**src/rtl/cic_pkg.sv**
```systemverilog
package cic_pkg;

   // Number of integrator stages and of comb stages
   localparam int CIC_ORDER = 2;

   // Largest decimation ratio the phase counter is sized for
   localparam int CIC_MAX_RATIO = 65536;

   // True when v is a power of two of at least 2
   function automatic bit ratio_is_pow2(input int v);
      return (v >= 2) && ((v & (v - 1)) == 0);
   endfunction

   // Sample width after input mapping: a single bit needs room for +1 and -1
   function automatic int mapped_width(input int in_w);
      return (in_w == 1) ? 2 : in_w;
   endfunction

endpackage

```
**src/rtl/cic_in_map.sv**
```systemverilog
module cic_in_map #(
   parameter int IN_W  = 1,
   parameter int ACC_W = 18
) (
   input  logic [IN_W-1:0]  raw,
   output logic [ACC_W-1:0] ext
);

   generate
      if (ACC_W <= IN_W) begin : g_bad_width
         $error("cic_in_map: ACC_W must exceed IN_W");
      end

      if (IN_W == 1) begin : g_bipolar
         // bit 1 -> +1, bit 0 -> -1 (all ones)
         assign ext = raw[0] ? ACC_W'(1) : {ACC_W{1'b1}};
      end else begin : g_twos
         // two's complement sign extension
         assign ext = {{(ACC_W - IN_W){raw[IN_W-1]}}, raw};
      end
   endgenerate

endmodule

```
**src/rtl/cic_integ.sv**
```systemverilog
module cic_integ #(
   parameter int W = 18
) (
   input  logic         clk,
   input  logic         rst,
   input  logic         en,
   input  logic [W-1:0] din,
   output logic [W-1:0] acc
);

   generate
      if (W < 2) begin : g_bad_width
         $error("cic_integ: W must be at least 2");
      end
   endgenerate

   // Modular running sum; wrap is cancelled by the comb section
   always_ff @(posedge clk) begin
      if (rst) begin
         acc <= '0;
      end else if (en) begin
         acc <= acc + din;
      end
   end

   AST_INTEG_HOLD: assert property (@(posedge clk) disable iff (rst)
      !en |=> $stable(acc));

endmodule

```
**src/rtl/cic_phase.sv**
```systemverilog
module cic_phase
   import cic_pkg::*;
#(
   parameter int RATIO = 256
) (
   input  logic clk,
   input  logic rst,
   input  logic en,
   output logic tick
);

   localparam int PH_W = $clog2(RATIO);
   localparam logic [PH_W-1:0] LAST = PH_W'(RATIO - 1);

   generate
      if (!ratio_is_pow2(RATIO)) begin : g_bad_ratio
         $error("cic_phase: RATIO must be a power of two of at least 2");
      end
      if (RATIO > CIC_MAX_RATIO) begin : g_big_ratio
         $error("cic_phase: RATIO exceeds the supported maximum");
      end
   endgenerate

   logic [PH_W-1:0] phase;

   always_ff @(posedge clk) begin
      if (rst) begin
         phase <= '0;
         tick  <= 1'b0;
      end else begin
         tick <= en && (phase == LAST);
         if (en) begin
            phase <= phase + 1'b1;
         end
      end
   end

   AST_PHASE_WRAP: assert property (@(posedge clk) disable iff (rst)
      (en && phase == LAST) |=> (phase == '0));

   AST_PHASE_IDLE: assert property (@(posedge clk) disable iff (rst)
      !en |=> $stable(phase));

endmodule

```
**src/rtl/cic_comb.sv**
```systemverilog
module cic_comb #(
   parameter int W = 18
) (
   input  logic         clk,
   input  logic         rst,
   input  logic         vin,
   input  logic [W-1:0] din,
   output logic         vout,
   output logic [W-1:0] dout
);

   logic [W-1:0] dly;

   // First difference at the decimated rate
   always_ff @(posedge clk) begin
      if (rst) begin
         dly  <= '0;
         dout <= '0;
         vout <= 1'b0;
      end else begin
         vout <= vin;
         if (vin) begin
            dly  <= din;
            dout <= din - dly;
         end
      end
   end

   AST_COMB_HOLD: assert property (@(posedge clk) disable iff (rst)
      !vin |=> ($stable(dly) && $stable(dout)));

endmodule

```
**src/rtl/cic2_decimator.sv**
```systemverilog
module cic2_decimator
   import cic_pkg::*;
#(
   parameter int IN_W  = 1,
   parameter int RATIO = 256,
   localparam int SAMP_W = mapped_width(IN_W),
   localparam int ACC_W  = SAMP_W + CIC_ORDER * $clog2(RATIO)
) (
   input  logic                    clk,
   input  logic                    rst,
   input  logic                    in_valid,
   input  logic [IN_W-1:0]         in_data,
   output logic                    out_valid,
   output logic signed [ACC_W-1:0] out_data
);

   generate
      if (IN_W < 1) begin : g_bad_in_w
         $error("cic2_decimator: IN_W must be at least 1");
      end
   endgenerate

   // Fast-rate section: input mapping and integrator chain
   logic [CIC_ORDER:0][ACC_W-1:0] int_bus;

   cic_in_map #(.IN_W(IN_W), .ACC_W(ACC_W)) u_map (
      .raw (in_data),
      .ext (int_bus[0])
   );

   generate
      for (genvar k = 0; k < CIC_ORDER; k++) begin : g_integ
         cic_integ #(.W(ACC_W)) u_integ (
            .clk (clk),
            .rst (rst),
            .en  (in_valid),
            .din (int_bus[k]),
            .acc (int_bus[k+1])
         );
      end
   endgenerate

   // Downsampler: capture the last integrator once per RATIO samples
   logic tick;

   cic_phase #(.RATIO(RATIO)) u_phase (
      .clk  (clk),
      .rst  (rst),
      .en   (in_valid),
      .tick (tick)
   );

   logic [ACC_W-1:0] samp;
   logic             samp_v;

   always_ff @(posedge clk) begin
      if (rst) begin
         samp   <= '0;
         samp_v <= 1'b0;
      end else begin
         samp_v <= tick;
         if (tick) begin
            samp <= int_bus[CIC_ORDER];
         end
      end
   end

   // Slow-rate section: comb chain
   logic [CIC_ORDER:0][ACC_W-1:0] comb_bus;
   logic [CIC_ORDER:0]            comb_v;

   assign comb_bus[0] = samp;
   assign comb_v[0]   = samp_v;

   generate
      for (genvar k = 0; k < CIC_ORDER; k++) begin : g_comb
         cic_comb #(.W(ACC_W)) u_comb (
            .clk  (clk),
            .rst  (rst),
            .vin  (comb_v[k]),
            .din  (comb_bus[k]),
            .vout (comb_v[k+1]),
            .dout (comb_bus[k+1])
         );
      end
   endgenerate

   assign out_valid = comb_v[CIC_ORDER];
   assign out_data  = signed'(comb_bus[CIC_ORDER]);

   AST_SINGLE_PULSE: assert property (@(posedge clk) disable iff (rst)
      out_valid |=> !out_valid);

   AST_TICK_LATENCY: assert property (@(posedge clk) disable iff (rst)
      tick |-> ##3 out_valid);

   AST_OUT_HOLD: assert property (@(posedge clk) disable iff (rst)
      1'b1 |=> (out_valid || $stable(out_data)));

endmodule

```
**config.mk**
```make
export PLATFORM = sky130hd
export DESIGN_NAME = cic2_decimator
export DESIGN_NICKNAME = d
export VERILOG_FILES = /design/src/rtl/cic_pkg.sv /design/src/rtl/cic_in_map.sv /design/src/rtl/cic_integ.sv /design/src/rtl/cic_phase.sv /design/src/rtl/cic_comb.sv /design/src/rtl/cic2_decimator.sv
export SDC_FILE = /design/constraint.sdc
export NUM_CORES = 1
export LEC_CHECK = 0
export BUFFER_PORTS_ARGS = -buffer_cell sky130_fd_sc_hd__buf_2
export CORE_UTILIZATION = 50
export CTS_CLUSTER_SIZE = 10
export DETAILED_ROUTE_END_ITERATION = 8
export PLACE_DENSITY = 0.72
export SETUP_SLACK_MARGIN = 0.2
export SLEW_MARGIN = 20
export SYNTH_ARGS = -nofsm -noshare
export SYNTH_HDL_FRONTEND = slang
export SYNTH_SLANG_ARGS = --single-unit
export TNS_END_PERCENT = 50
```
**constraint.sdc**
```tcl
create_clock -name clk -period 7.13 [get_ports clk]
set_input_delay 0.3565 -clock clk [delete_from_list [all_inputs] [get_ports clk]]
set_output_delay 0.3565 -clock clk [all_outputs]
set_load 0.005 [all_outputs]
```
==> results.json, run 1 <==
{
  "min_from": "in_data",
  "crit_path_max_fanout": 4,
  "grt.total_usage": 0.188,
  "hold_violations": 0,
  "utilization": 0.569,
  "synthCells": 901,
  "drive_gt1_frac": 0.0794,
  "critPathMaxStageDelay_ns": 0.41,
  "yosysSeqAreaShare": 0.345,
  "timing.rr.start": "samp[0]",
  "nets": 970,
  "place.gp.congestion": 0.830,
  "synth_edf_count": 0,
  "grt_pass1_vias": 5513,
  "worstPathBufferInverterCount": 2,
  "critical_path.endpoint_type": "register",
  "pwr_density_cell_nw_per_um2": 238,
  "synthToLayoutAreaGrowth_pct": 9.58,
  "dr.pass1.iters": 4,
  "clk_latency_ns": 0.42,
  "die_h_um": 129,
  "routedWlPerCell_um": 13.2,
  "clock_path_buffers": 2,
  "syn_area_um2": 8020,
  "num_rows": 45,
  "r2r_slack_ns": 4.34,
  "pre_cts_ws_ns": 3.92,
  "ctsHtreeMaxLevel": 4,
  "hold_end": "g_integ[0].u_integ.acc[1]",
  "cts_buffers": 17,
  "vias": 5886,
  "totalWireLength_um": 14700,
  "ys_ff_latch": 138,
  "async_reset_ff_frac": 0,
  "cp.required_ns": 7.42,
  "yosys_warnings": 0,
  "cts_resized": 0,
  "gr-total-overflow": 0,
  "die_area_um2": 16500,
  "finalSetupTns_ns": 0,
  "cts_setup_buffers": 0,
  "drv_slew": 0,
  "layout_common_cells": "nor2_1 (148), dfxtp_1 (136), mux2i_1 (102), ha_1 (68), inv_1 (61)",
  "cts.sinks": 138,
  "maxCapViolCount": 0,
  "cts_hold_buffers": 0,
  "hold_depth": 3,
  "path_clk_slew_ns": 0.06,
  "io_pins": 23,
  "ys.flop_type": "dfxtp_1",
  "relSlewSlack": 0.290,
  "fillers": 1404,
  "path_cells": "inv_1 -> ha_1 -> inv_1 -> fa_1 -> a21o_1 -> a21o_1 -> a21oi_1 -> o21ai_0 -> a21oi_1 -> o21ai_0 -> xor2_1 -> mux2i_1 -> nor2_1",
  "setup_viol": 0,
  "r2r_cells": 13,
  "rsz0062_at_grt": "no",
  "tightest_slew_ns": 1.07,
  "routed_via_density": 5.26,
  "grt_pass1_wl_um": 24900,
  "r2r_end": "g_comb[0].u_comb.dout[16]",
  "dp_hpwl_um": 10100,
  "worst_hold_slack_ns": 0.373,
  "core-area_um2": 15400,
  "initialDrtViolationCount": 276,
  "n_antenna_cell": 0,
  "avgSynthCellArea_um2": 8.90,
  "fin_crit_sh": 0.392,
  "antenna_found_initial": 0,
  "crit_path_start": "samp[0]",
  "status": "complete, no violations",
  "vdd_drop_max_mv": 0.197,
  "fmax_mhz": 358,
  "layout_setup_ws_ns": 4.34,
  "cp-start-kind": "register",
  "portBuffers": 22,
  "hold_class": "in2reg",
  "grt_max_degree": 82,
  "finClkSkew_ns": 0.00513,
  "path_class": "reg2reg",
  "cp.arrival_ns": 3.08,
  "syn_nets": 977,
  "crit_slowest_cell": "fa_1",
  "final_common_cell": "nor2_1",
  "clockRootBuffer": "clkbuf_16",
  "chipWidth_um": 129,
  "crit_family": "compound AO/OA/AOI/OAI gates",
  "start_util": 0.520,
  "p_leak_nw": 3.54,
  "period_minus_slack_ns": 2.79,
  "cts_tree": "done",
  "drcViolationCount": 0,
  "ys_types": 59,
  "drtAntennaViolNets": 0
}
logic make-up (layout without fill, tap and decap cells):
family	count (synthesis)	count (layout)	share of synthesized area
and+or+nand+nor	261	261	0.146
AOI/OAI and AO/OA	151	151	0.134
xor gates and xnor gates	62	62	0.0677
muxes	104	104	0.130
DFF	138	138	0.345
buffers and inverters	113	119	0.0613
adders and majority gates	72	72	0.116
cells in the mapped netlist, drive strengths merged, types with 2 or more instances:
cell | n | share of area
a211oi | 12 | 0.012
a21o | 19 | 0.018
a21oi | 44 | 0.028
a221o | 2 | 0.0025
a221oi | 2 | 0.0022
a31o | 3 | 0.0033
a31oi | 5 | 0.0039
a41oi | 4 | 0.0044
and2 | 4 | 0.0031
and3 | 5 | 0.0039
and4 | 2 | 0.0022
buf | 27 | 0.021
clkbuf | 24 | 0.011
dfxtp | 138 | 0.34
fa | 4 | 0.010
ha | 68 | 0.11
inv | 61 | 0.029
mux2 | 2 | 0.0028
mux2i | 102 | 0.13
nand2 | 38 | 0.018
nand2b | 5 | 0.0039
nand3 | 14 | 0.0087
nand3b | 3 | 0.0028
nand4 | 8 | 0.0062
nor2 | 148 | 0.069
nor2b | 11 | 0.0086
nor3 | 6 | 0.0037
nor4b | 3 | 0.0033
o211ai | 3 | 0.0028
o21a | 8 | 0.0075
o21ai | 23 | 0.014
o21bai | 7 | 0.0066
o311ai | 4 | 0.0053
o31a | 2 | 0.0022
o31ai | 7 | 0.011
or3 | 8 | 0.0062
or4 | 2 | 0.0019
xnor2 | 38 | 0.042
xor2 | 24 | 0.026
flip-flops by register name, summed over array words and instances, names as in the netlist:
signal               count
g_comb.u_comb.dly       36
g_comb.u_comb.dout      36
samp_v                   1
samp                    18
g_comb.u_comb.vout       2
u_phase.phase            8
u_phase.tick             1
g_integ.u_integ.acc     36
final cells by class:
class	instances	area [um^2]	area share
Clock buffer	18	429	0.0489
Clock inverter	14	196	0.0224
Inverter	62	233	0.0265
Multi-Input combinational cell	650	4760	0.542
Sequential cell	138	2770	0.315
Tap cell	211	264	0.0301
Timing Repair Buffer	25	135	0.0154
tightest hold or removal path: stages:
cell and delay [ns]:
buf_2 0.14, fa_1 0.19, a211oi_1 0.07
through the flow:
step	instance area, um^2	power, mW	cells
floorplan	8020	1.11	901
global placement	8160	1.17	1086
detailed placement	8160	1.17	1086
CTS	8780	2.11	1118
global route	8780	2.19	1118
finish	8780	2.09	1118
layer usage:
layer,track usage,share of wire
met5,0,0
met3,0.0387,0.020
met2,0.326,0.48
met1,0.227,0.48
met4,0.0734,0.018
power breakdown:
part	leakage, nW	internal [mW]	total [mW]	switching (mW)
clock	0.297	0.587	0.931	0.344
combinational	2.13	0.147	0.319	0.172
sequential	1.12	0.806	0.841	0.0347
worst max-delay path by stage:
stage / end / slack, ns / cells after the start
floorplan: g_integ[0].u_integ.acc[17] / 4.50 / 11
global placement: g_integ[0].u_integ.acc[17] / 3.97 / 12
detailed placement: g_integ[0].u_integ.acc[17] / 3.92 / 12
CTS: g_comb[0].u_comb.dout[16] / 4.31 / 13
global route: g_comb[0].u_comb.dout[16] / 4.15 / 13
finish: g_comb[0].u_comb.dout[16] / 4.34 / 13
No activity file was read; power rests on OpenSTA's default activity.
==> run 2: changes to the inputs <==
==> constraint.sdc (replaced) <==
create_clock -name clk -period 2.9 [get_ports clk]
set_input_delay 0.145 -clock clk [delete_from_list [all_inputs] [get_ports clk]]
set_output_delay 0.145 -clock clk [all_outputs]
set_load 0.005 [all_outputs]
==> results.json, run 2 (synthesized netlist as in run 1, its figures left out) <==
{
  "setup_viol": 0,
  "routed_via_density": 5.29,
  "p_clk_frac": 0.416,
  "vdd_drop_max_mv": 0.433,
  "p_leak_nw": 3.58,
  "crit_path_max_fanout": 4,
  "initialDrtViolationCount": 295,
  "cts_hold_buffers": 0,
  "worstPathBufferInverterCount": 1,
  "drv_slew": 0,
  "path_class": "reg2reg",
  "hold_violations": 0,
  "clock_path_buffers": 2,
  "portBuffers": 22,
  "drcViolationCount": 0,
  "io_pins": 23,
  "cts_tree": "done",
  "cts.sinks": 138,
  "die_area_um2": 16500,
  "grt_pass1_vias": 5495,
  "grt_pass1_wl_um": 25500,
  "antenna_found_initial": 0,
  "relSlewSlack": 0.525,
  "cts_buffers": 17,
  "chipWidth_um": 129,
  "total_power_mw": 4.89,
  "rsz0062_at_grt": "yes",
  "nets": 981,
  "place.gp.congestion": 0.873,
  "start_util": 0.520,
  "min_from": "in_data",
  "die_h_um": 129,
  "seq_power_share": 0.422,
  "crit_family": "compound AO/OA/AOI/OAI gates",
  "hold_depth": 3,
  "finClkSkew_ns": 0.00853,
  "critical_path.endpoint_type": "register",
  "intPower_mw": 3.56,
  "pwr_density_cell_nw_per_um2": 553,
  "fillers": 1387,
  "tightest_slew_ns": 0.712,
  "multiInputGateArea_um2": 4800,
  "critPathMaxStageDelay_ns": 0.39,
  "timing.rr.start": "g_integ[0].u_integ.acc[0]",
  "fmax_mhz": 381,
  "fin_crit_sh": 0.906,
  "dp_hpwl_um": 11100,
  "totalWireLength_um": 15100,
  "cp.arrival_ns": 2.94,
  "period_minus_slack_ns": 2.63,
  "top_regs": "g_comb.u_comb.dly (36), g_comb.u_comb.dout (36), g_integ.u_integ.acc (36)",
  "n_antenna_cell": 0,
  "finalSetupTns_ns": 0,
  "drive_gt1_frac": 0.0980,
  "status": "complete, no violations",
  "crit_slowest_cell": "dfxtp_1",
  "clk_latency_ns": 0.42,
  "grt_max_degree": 69,
  "path_cells": "ha_1 -> inv_1 -> fa_1 -> nor2b_1 -> o31a_1 -> o31ai_2 -> a31oi_1 -> a211oi_2 -> o21bai_1 -> a21oi_1 -> xnor2_1 -> a31o_1",
  "maxCapViolCount": 0,
  "hold_class": "in2reg",
  "dr.pass1.iters": 5,
  "vias": 5977,
  "grt.total_usage": 0.193,
  "crit_path_start": "g_integ[0].u_integ.acc[0]",
  "r2r_end": "g_integ[1].u_integ.acc[16]",
  "gr-total-overflow": 0,
  "cp-start-kind": "register",
  "num_rows": 45,
  "hold_end": "g_integ[0].u_integ.acc[1]",
  "drtAntennaViolNets": 0,
  "final-seq-area_um2": 2770,
  "p_sw_frac": 0.273,
  "cp.required_ns": 3.22,
  "r2r_slack_ns": 0.27,
  "clockRootBuffer": "clkbuf_16",
  "synthToLayoutAreaGrowth_pct": 10.3,
  "p_switching_mw": 1.34,
  "layout_common_cells": "nor2_1 (148), dfxtp_1 (135), mux2i_1 (102), ha_1 (67), inv_1 (61)",
  "path_clk_slew_ns": 0.06,
  "ctsHtreeMaxLevel": 4,
  "core-area_um2": 15400,
  "r2r_cells": 12,
  "power.share.combinational": 0.162,
  "routedWlPerCell_um": 13.3,
  "final_common_cell": "nor2_1"
}
[run 2: cell types whose count changed in the layout (fill, tap and decap cells not counted), moves of 2 or more]
cell       change
a21oi_1        -2
o21ai_0        -2
buf_4         +11
a21oi_2        +2
bufinv_16      -3
[run 2: routing by layer]
metal / wire, um / global-route usage / vias to the layer above / share of wire
li1: - / - / 3121 / -
met1: 7240 / 0.239 / 2771 / 0.48
met2: 7170 / 0.324 / 65 / 0.48
met3: 452 / 0.0478 / 20 / 0.030
met4: 195 / 0.0664 / 0 / 0.013
met5: 0 / 0 / - / 0
[run 2: cell type report]
type	instances	area share
multi-input combinational	650	0.543
sequential	138	0.313
clock buffer	20	0.0505
tap	211	0.0299
inverter	62	0.0263
timing repair buffer	36	0.0246
clock inverter	12	0.0132
[run 2: timing repair]
action,in CTS,in global routing
gates cloned,0,0
setup buffers,0,4
gates resized for setup,1,10
pin swaps,0,9
endpoints found under the hold margin,0,0
endpoints found under the setup margin,2,13
[run 2: worst max-delay path by stage]
| stage | to | slack, ns | depth (start not counted) |
|---|---|---|---|
| finish | g_integ[1].u_integ.acc[16] | 0.27 | 12 |
| global route | g_comb[0].u_comb.dout[16] | 0.11 | 13 |
| CTS | g_comb[1].u_comb.dout[16] | 0.17 | 12 |
| detailed placement | g_comb[0].u_comb.dout[16] | 0.17 | 13 |
| global placement | g_comb[0].u_comb.dout[16] | 0.22 | 13 |
| floorplan | g_comb[1].u_comb.dout[16] | 0.37 | 12 |
[run 2: power by group through the flow]
stage                     combinational (mW)  sequential (mW)  clock (mW)
after global routing                   0.902             2.07        2.17
after global placement                 0.773             2.10           0
after CTS                              0.792             2.06        2.10
after detailed placement               0.787             2.11           0
final                                  0.794             2.06        2.04
after floorplan                        0.666             2.07           0
[run 2: stage by stage]
step	area [um^2]	hold slack (ns)	util	instances	worst slack [ns]
final	8840	0.163	0.573	1129	0.272
after global routing	8840	0.166	0.573	1129	0.110
after CTS	8780	0.150	0.569	1125	0.169
after detailed placement	8210	0.436	0.532	1093	0.169
after global placement	8210	0.433	0.532	1093	0.216
after floorplan	8020	0.398	-	901	0.374
[run 2: worst register-to-register path, cell delays in order, from the launching register on]
cell,delay [ns]
dfxtp_1,0.39
ha_1,0.19
inv_1,0.05
fa_1,0.39
nor2b_1,0.18
o31a_1,0.23
o31ai_2,0.10
a31oi_1,0.27
a211oi_2,0.15
o21bai_1,0.15
a21oi_1,0.09
xnor2_1,0.13
a31o_1,0.21
